### config.mk
export PLATFORM = sky130hd
export DESIGN_NAME = store_pipe_cache
export DESIGN_NICKNAME = d
export VERILOG_FILES = /design/src/rtl/spc_pkg.sv /design/src/rtl/spc_datapath.sv /design/src/rtl/spc_wbuf.sv /design/src/rtl/spc_control.sv /design/src/rtl/store_pipe_cache.sv
export SDC_FILE = /design/constraint.sdc
export NUM_CORES = 1
export LEC_CHECK = 0
export CAP_MARGIN = 20
export CORE_ASPECT_RATIO = 0.5
export CORE_UTILIZATION = 60
export DETAILED_ROUTE_END_ITERATION = 7
export DONT_BUFFER_PORTS = 1
export PLACE_DENSITY = 0.79
export SETUP_SLACK_MARGIN = 0.3
export SYNTH_ARGS = -nofsm -noshare
export SYNTH_HDL_FRONTEND = slang
export SYNTH_SLANG_ARGS = --single-unit
### constraint.sdc
create_clock -name clk -period 6.7 [get_ports clk]
set_clock_uncertainty 0.1 [all_clocks]
set_input_delay 0.335 -clock clk [delete_from_list [all_inputs] [get_ports clk]]
set_output_delay 0.335 -clock clk [all_outputs]
set_load 0.02 [all_outputs]
### src/rtl/spc_pkg.sv
package spc_pkg;

  // Strobes sent from the control unit to the datapath.
  typedef struct packed {
    logic arrWr;       // write one word into the data array
    logic arrFromMem;  // array write source: 1 = fill data, 0 = delayed store
    logic dwrLoad;     // capture the current store into the delayed-write register
    logic dwrClr;      // retire the delayed-write register
    logic wbPush;      // place the current store into the write buffer
    logic lineFill;    // mark the requested line valid with the request tag
  } spcStrobe_t;

  typedef enum logic [1:0] {
    ST_RUN   = 2'd0,
    ST_DRAIN = 2'd1,
    ST_FILL  = 2'd2
  } spcState_e;

endpackage

### src/rtl/spc_datapath.sv
module spc_datapath
  import spc_pkg::*;
#(
  parameter int ADDR_W  = 10,
  parameter int DATA_W  = 32,
  parameter int INDEX_W = 4
) (
  input  logic              clk,
  input  logic              rst,
  input  spcStrobe_t        ctl,
  input  logic [ADDR_W-1:0] cpuAddr,
  input  logic [DATA_W-1:0] cpuWdata,
  input  logic [DATA_W-1:0] memRdata,
  output logic              lineHit,
  output logic              dwrValid,
  output logic              dwrMatch,
  output logic [DATA_W-1:0] cpuRdata
);

  localparam int TAG_W = ADDR_W - INDEX_W;
  localparam int LINES = 1 << INDEX_W;

  logic [DATA_W-1:0]  dataArr [LINES];
  logic [TAG_W-1:0]   tagArr  [LINES];
  logic [LINES-1:0]   lineValid;

  logic [ADDR_W-1:0]  dwrAddr;
  logic [DATA_W-1:0]  dwrData;

  logic [INDEX_W-1:0] reqIdx;
  logic [TAG_W-1:0]   reqTag;
  logic [INDEX_W-1:0] dwrIdx;
  logic [TAG_W-1:0]   dwrTag;
  logic [INDEX_W-1:0] wrIdx;
  logic [DATA_W-1:0]  wrData;

  assign reqIdx = cpuAddr[INDEX_W-1:0];
  assign reqTag = cpuAddr[ADDR_W-1:INDEX_W];
  assign dwrIdx = dwrAddr[INDEX_W-1:0];
  assign dwrTag = dwrAddr[ADDR_W-1:INDEX_W];

  // Tag compare for the request currently presented.
  assign lineHit  = lineValid[reqIdx] && (tagArr[reqIdx] == reqTag);
  assign dwrMatch = dwrValid && (dwrAddr == cpuAddr);

  // Array write mux: pending store or returned fill word.
  assign wrIdx  = ctl.arrFromMem ? reqIdx   : dwrIdx;
  assign wrData = ctl.arrFromMem ? memRdata : dwrData;

  always_ff @(posedge clk) begin
    if (ctl.arrWr) dataArr[wrIdx] <= wrData;
    if (ctl.lineFill) tagArr[reqIdx] <= reqTag;
  end

  // One valid flag per line.
  for (genvar g = 0; g < LINES; g++) begin : gLineValid
    always_ff @(posedge clk) begin
      if (rst) begin
        lineValid[g] <= 1'b0;
      end else if (ctl.lineFill && (reqIdx == INDEX_W'(g))) begin
        lineValid[g] <= 1'b1;
      end
    end
  end

  // Delayed-write register.
  always_ff @(posedge clk) begin
    if (rst) begin
      dwrValid <= 1'b0;
    end else if (ctl.dwrLoad) begin
      dwrValid <= 1'b1;
    end else if (ctl.dwrClr) begin
      dwrValid <= 1'b0;
    end
  end

  always_ff @(posedge clk) begin
    if (ctl.dwrLoad) begin
      dwrAddr <= cpuAddr;
      dwrData <= cpuWdata;
    end
  end

  // Loads see the pending store ahead of the array.
  assign cpuRdata = dwrMatch ? dwrData : dataArr[reqIdx];


  dwr_load_chk: assert property (@(posedge clk) disable iff (rst)
    ctl.dwrLoad |=> dwrValid);


  dwr_resident_chk: assert property (@(posedge clk) disable iff (rst)
    dwrValid |-> (lineValid[dwrIdx] && (tagArr[dwrIdx] == dwrTag)));

endmodule

### src/rtl/spc_wbuf.sv
module spc_wbuf #(
  parameter int ADDR_W = 10,
  parameter int DATA_W = 32
) (
  input  logic              clk,
  input  logic              rst,
  input  logic              push,
  input  logic [ADDR_W-1:0] pushAddr,
  input  logic [DATA_W-1:0] pushData,
  input  logic              memAck,
  output logic              wbValid,
  output logic              wbRoom,
  output logic [ADDR_W-1:0] wbAddr,
  output logic [DATA_W-1:0] wbData
);

  logic drainAck;

  // While the buffer holds an entry, the only outstanding request is its write.
  assign drainAck = wbValid && memAck;
  assign wbRoom   = !wbValid || drainAck;

  always_ff @(posedge clk) begin
    if (rst) begin
      wbValid <= 1'b0;
    end else if (push) begin
      wbValid <= 1'b1;
    end else if (drainAck) begin
      wbValid <= 1'b0;
    end
  end

  always_ff @(posedge clk) begin
    if (push) begin
      wbAddr <= pushAddr;
      wbData <= pushData;
    end
  end


  wb_hold_chk: assert property (@(posedge clk) disable iff (rst)
    (wbValid && !memAck) |=> (wbValid && $stable(wbAddr) && $stable(wbData)));

endmodule

### src/rtl/spc_control.sv
module spc_control
  import spc_pkg::*;
(
  input  logic       clk,
  input  logic       rst,
  input  logic       cpuValid,
  input  logic       cpuWe,
  input  logic       lineHit,
  input  logic       dwrValid,
  input  logic       dwrMatch,
  input  logic       wbValid,
  input  logic       wbRoom,
  input  logic       memAck,
  output spcStrobe_t ctl,
  output logic       cpuReady,
  output logic       fillReq
);

  spcState_e state, stateNxt;

  always_comb begin
    ctl      = '0;
    cpuReady = 1'b0;
    fillReq  = 1'b0;
    stateNxt = state;
    unique case (state)
      ST_RUN: begin
        if (!cpuValid) begin
          cpuReady = 1'b1;
        end else if (lineHit) begin
          if (cpuWe) begin
            if (wbRoom) begin
              cpuReady    = 1'b1;
              ctl.dwrLoad = 1'b1;
              ctl.wbPush  = 1'b1;
              ctl.arrWr   = dwrValid;   // retire the older store
            end
          end else begin
            cpuReady = 1'b1;
            if (dwrMatch) begin
              ctl.arrWr  = 1'b1;         // bypass and retire together
              ctl.dwrClr = 1'b1;
            end
          end
        end else begin
          // Miss: empty the store pipeline before anything else.
          if (dwrValid) begin
            ctl.arrWr  = 1'b1;
            ctl.dwrClr = 1'b1;
          end
          stateNxt = ST_DRAIN;
        end
      end
      ST_DRAIN: begin
        if (!wbValid) stateNxt = ST_FILL;
      end
      ST_FILL: begin
        fillReq = 1'b1;
        if (memAck) begin
          ctl.arrWr      = 1'b1;
          ctl.arrFromMem = 1'b1;
          ctl.lineFill   = 1'b1;
          stateNxt       = ST_RUN;
        end
      end
      default: stateNxt = ST_RUN;
    endcase
  end

  always_ff @(posedge clk) begin
    if (rst) state <= ST_RUN;
    else     state <= stateNxt;
  end


  miss_empty_chk: assert property (@(posedge clk) disable iff (rst)
    (state != ST_RUN) |-> !dwrValid);

endmodule

### src/rtl/store_pipe_cache.sv
module store_pipe_cache
  import spc_pkg::*;
#(
  parameter int ADDR_W  = 10,
  parameter int DATA_W  = 32,
  parameter int INDEX_W = 4
) (
  input  logic              clk,
  input  logic              rst,
  input  logic              cpuValid,
  input  logic              cpuWe,
  input  logic [ADDR_W-1:0] cpuAddr,
  input  logic [DATA_W-1:0] cpuWdata,
  output logic              cpuReady,
  output logic [DATA_W-1:0] cpuRdata,
  output logic              memReq,
  output logic              memWe,
  output logic [ADDR_W-1:0] memAddr,
  output logic [DATA_W-1:0] memWdata,
  input  logic              memAck,
  input  logic [DATA_W-1:0] memRdata
);

  spcStrobe_t        ctl;
  logic              lineHit;
  logic              dwrValid;
  logic              dwrMatch;
  logic              wbValid;
  logic              wbRoom;
  logic              fillReq;
  logic [ADDR_W-1:0] wbAddr;
  logic [DATA_W-1:0] wbData;

  spc_control uCtrl (
    .clk      (clk),
    .rst      (rst),
    .cpuValid (cpuValid),
    .cpuWe    (cpuWe),
    .lineHit  (lineHit),
    .dwrValid (dwrValid),
    .dwrMatch (dwrMatch),
    .wbValid  (wbValid),
    .wbRoom   (wbRoom),
    .memAck   (memAck),
    .ctl      (ctl),
    .cpuReady (cpuReady),
    .fillReq  (fillReq)
  );

  spc_datapath #(
    .ADDR_W  (ADDR_W),
    .DATA_W  (DATA_W),
    .INDEX_W (INDEX_W)
  ) uDp (
    .clk      (clk),
    .rst      (rst),
    .ctl      (ctl),
    .cpuAddr  (cpuAddr),
    .cpuWdata (cpuWdata),
    .memRdata (memRdata),
    .lineHit  (lineHit),
    .dwrValid (dwrValid),
    .dwrMatch (dwrMatch),
    .cpuRdata (cpuRdata)
  );

  spc_wbuf #(
    .ADDR_W (ADDR_W),
    .DATA_W (DATA_W)
  ) uWb (
    .clk      (clk),
    .rst      (rst),
    .push     (ctl.wbPush),
    .pushAddr (cpuAddr),
    .pushData (cpuWdata),
    .memAck   (memAck),
    .wbValid  (wbValid),
    .wbRoom   (wbRoom),
    .wbAddr   (wbAddr),
    .wbData   (wbData)
  );

  // Lower-level port: fill reads only run once the buffer is empty.
  assign memReq   = fillReq || wbValid;
  assign memWe    = !fillReq;
  assign memAddr  = fillReq ? cpuAddr : wbAddr;
  assign memWdata = wbData;


  fill_order_chk: assert property (@(posedge clk) disable iff (rst)
    (memReq && !memWe) |-> !wbValid);


  mem_hold_chk: assert property (@(posedge clk) disable iff (rst)
    (memReq && !memAck) |=> (memReq && $stable(memWe) && $stable(memAddr)
                             && (!memWe || $stable(memWdata))));

endmodule

==> metrics.txt <==
count of flip-flops with a built-in enable after synthesis 650; area of the multi-input gates 6377 um2; Setup violations, final 0; Critical Path Start Type flip-flop; max-slew violation count 0; CP bufs+invs 3; Worst path top cell family by delay simple AND/OR/NAND/NOR gates; synth unique cells between 40 and 50; H-tree depth 2; crit path DAT ~4800 ps; DRT antenna net count 0; endpoint class of the critical path flip-flop; Final Instance Area 29410 um2; initial antenna violation count 1; most used cell along the critical path buf_4; Peak VDD IR 0.0002204 V; Die Ht 150.5 um; Yosys top cell area share 73.81%; Fin Setup TNS 0 ps; Syn Nets 1431; worst hold slack 71.81 ps; met2 Resource Use GR 47.62%; Max Cap Viol 0; PostCTS Resize Cnt 0; DR iter-0 viols 1785; synth warn 0; worst hold-check path type in -> reg; Slew @ Worst Pin 1149 ps; gr ovfl total 0; GRT Max-Usage Layer met2; fillcell total 2456; Die Area 44970 um2; routability-driven placement congestion ratio 0.8434; synthesized area 26440 um2; FF+latch area 19920 um2; number of global-route vias before repair approximately 14000; post-detail-place hpwl 29810 um; met3 usage 6.147%; cell taking the most area after synthesis edfxtp_1; Post-Syn Area per Cell 19.56 um2; die span in x 298.9 um; crit path time final 4615 ps; area grow syn2layout 11.22%; Sink Count 670; worst-path fanout max 36; top_reg_cell synth edfxtp_1; Hold Violations, Final 0; fmax 216.7 MHz; utilization after layout 68.87%; commonest non-fill, non-tap cells in the layout edfxtp_1, nand2_1, mux4_2; R2R Setup Slk roughly 2100 ps; largest net degree at the start of global routing 176; register area share after synthesis roughly three quarters; Initial Utilization 61.92%; power per cell area ~270 nW/um2; first-pass GRT wire length 91980 um; commonest non-fill, non-tap cell in the layout edfxtp_1; Placed Instances around 1900; drc violations 0; leakage 9.529 nW; Slowest-stage cell, CP nor2b_1; Yosys reg bits 670; Longest Clk Path Bufs 3; WL/cell 30.99 um; Critical Path RT 6860 ps; max incr delay on CP 630 ps; total CTS buffers 54; total design power 8.023 mW; GR Layer Usage met1 around 37%; unrepaired setup endpoints after global routing no; Core Area 42710 um2; async set-reset flop share out of synthesis 0%; row count 53; setup ws final ~2100 ps; Ant. Diodes 0; Slew headroom 23.11%; Placed Area 27230 um2; total track usage 28.40%; clock root cell clkbuf_16; status finished clean; port bufs 0; period utilization 68.88%; DRT Pass-1 Iters 5; CTS clk-pin slew, worst paths 70 ps; pre-CTS WS 2056 ps; Avg Vias per Cell 6.782; worst-path cell chain nor2b_1 -> inv_1 -> nor2_4 -> buf_4 -> nand3b_1 -> nor2_1 -> o21bai_4 -> buf_4; clk_lat worst skew 610 ps; top post-synthesis cells by area edfxtp_1, mux4_2, nand2_1, dfxtp_1, nor2_1; num ports 156; Vias 13748; Synth Instances 1352; final non-filler cell total around 2000; kind of critical path reg -> reg; layout cells sized above 1 21.31%; Final Net Count between 1000 and 1500; WL final ~63000 um; CTS tree done
==> cells by family after synthesis <==
logic type,Yosys count,synth area share (%)
flip-flops,670,75.33
AND/OR/NAND/NOR,328,5.044
multiplexers,202,16.12
buffers and inverters,84,1.429
AO/OA/AOI/OAI,50,1.486
XOR/XNOR,18,0.5962
==> cells in the mapped netlist (all sizes together), types with 8 or more instances <==
cell type	n
nand2b	8
nand3	8
nand2	237
mux2i	13
buf	32
inv	18
xnor2	16
edfxtp	650
o22ai	8
o31ai	12
dfxtp	20
mux2	12
mux4	177
clkbuf	34
nor2	46
==> path summary, 6_finish.rpt <==
kind / endpoint / cells after the start / from
min reg2reg: uDp.lineValid[15] / 2 / uDp.lineValid[15]
max reg2reg: uDp.dataArr[6][27] / 8 / uCtrl.state[1]
max: uDp.dataArr[6][27] / 8 / uCtrl.state[1]
min: uDp.tagArr[2][4] / 2 / cpuAddr[2]
==> flip-flops by register name (all words and copies together) (netlist names) <==
signal         count
uCtrl.state        2
uDp.dataArr      512
uDp.dwrValid       1
uDp.lineValid     16
uDp.tagArr        96
uWb.wbAddr        10
uWb.wbData        32
uWb.wbValid        1
==> metal layers <==
layer,wire (um),up-vias
met5,17,-
met1,22850,7148
met4,1950,2
met3,5917,165
met2,32080,929
li1,-,5504
==> timing repair <==
action | 4_1_cts | 5_1_grt
hold buffers | 47 | 0
buffers inserted | 0 | 0
hold endpoints to repair | 164 | 0
==> layout make-up <==
cell class,instances,share of cell area [%]
Clock buffer,70,4.973
Clock inverter,26,0.7615
Inverter,18,0.2297
Multi-Input combinational cell,598,21.68
Sequential cell,670,67.73
Tap cell,577,2.455
Timing Repair Buffer,68,2.170
==> power breakdown <==
part	leakage (nW)	switching, mW	internal (mW)
Sequential	6.01	0.00304	4.57
Combinational	2.69	0.159	0.155
Clock	0.831	1.48	1.66
Power figures use the tool's default switching activity.
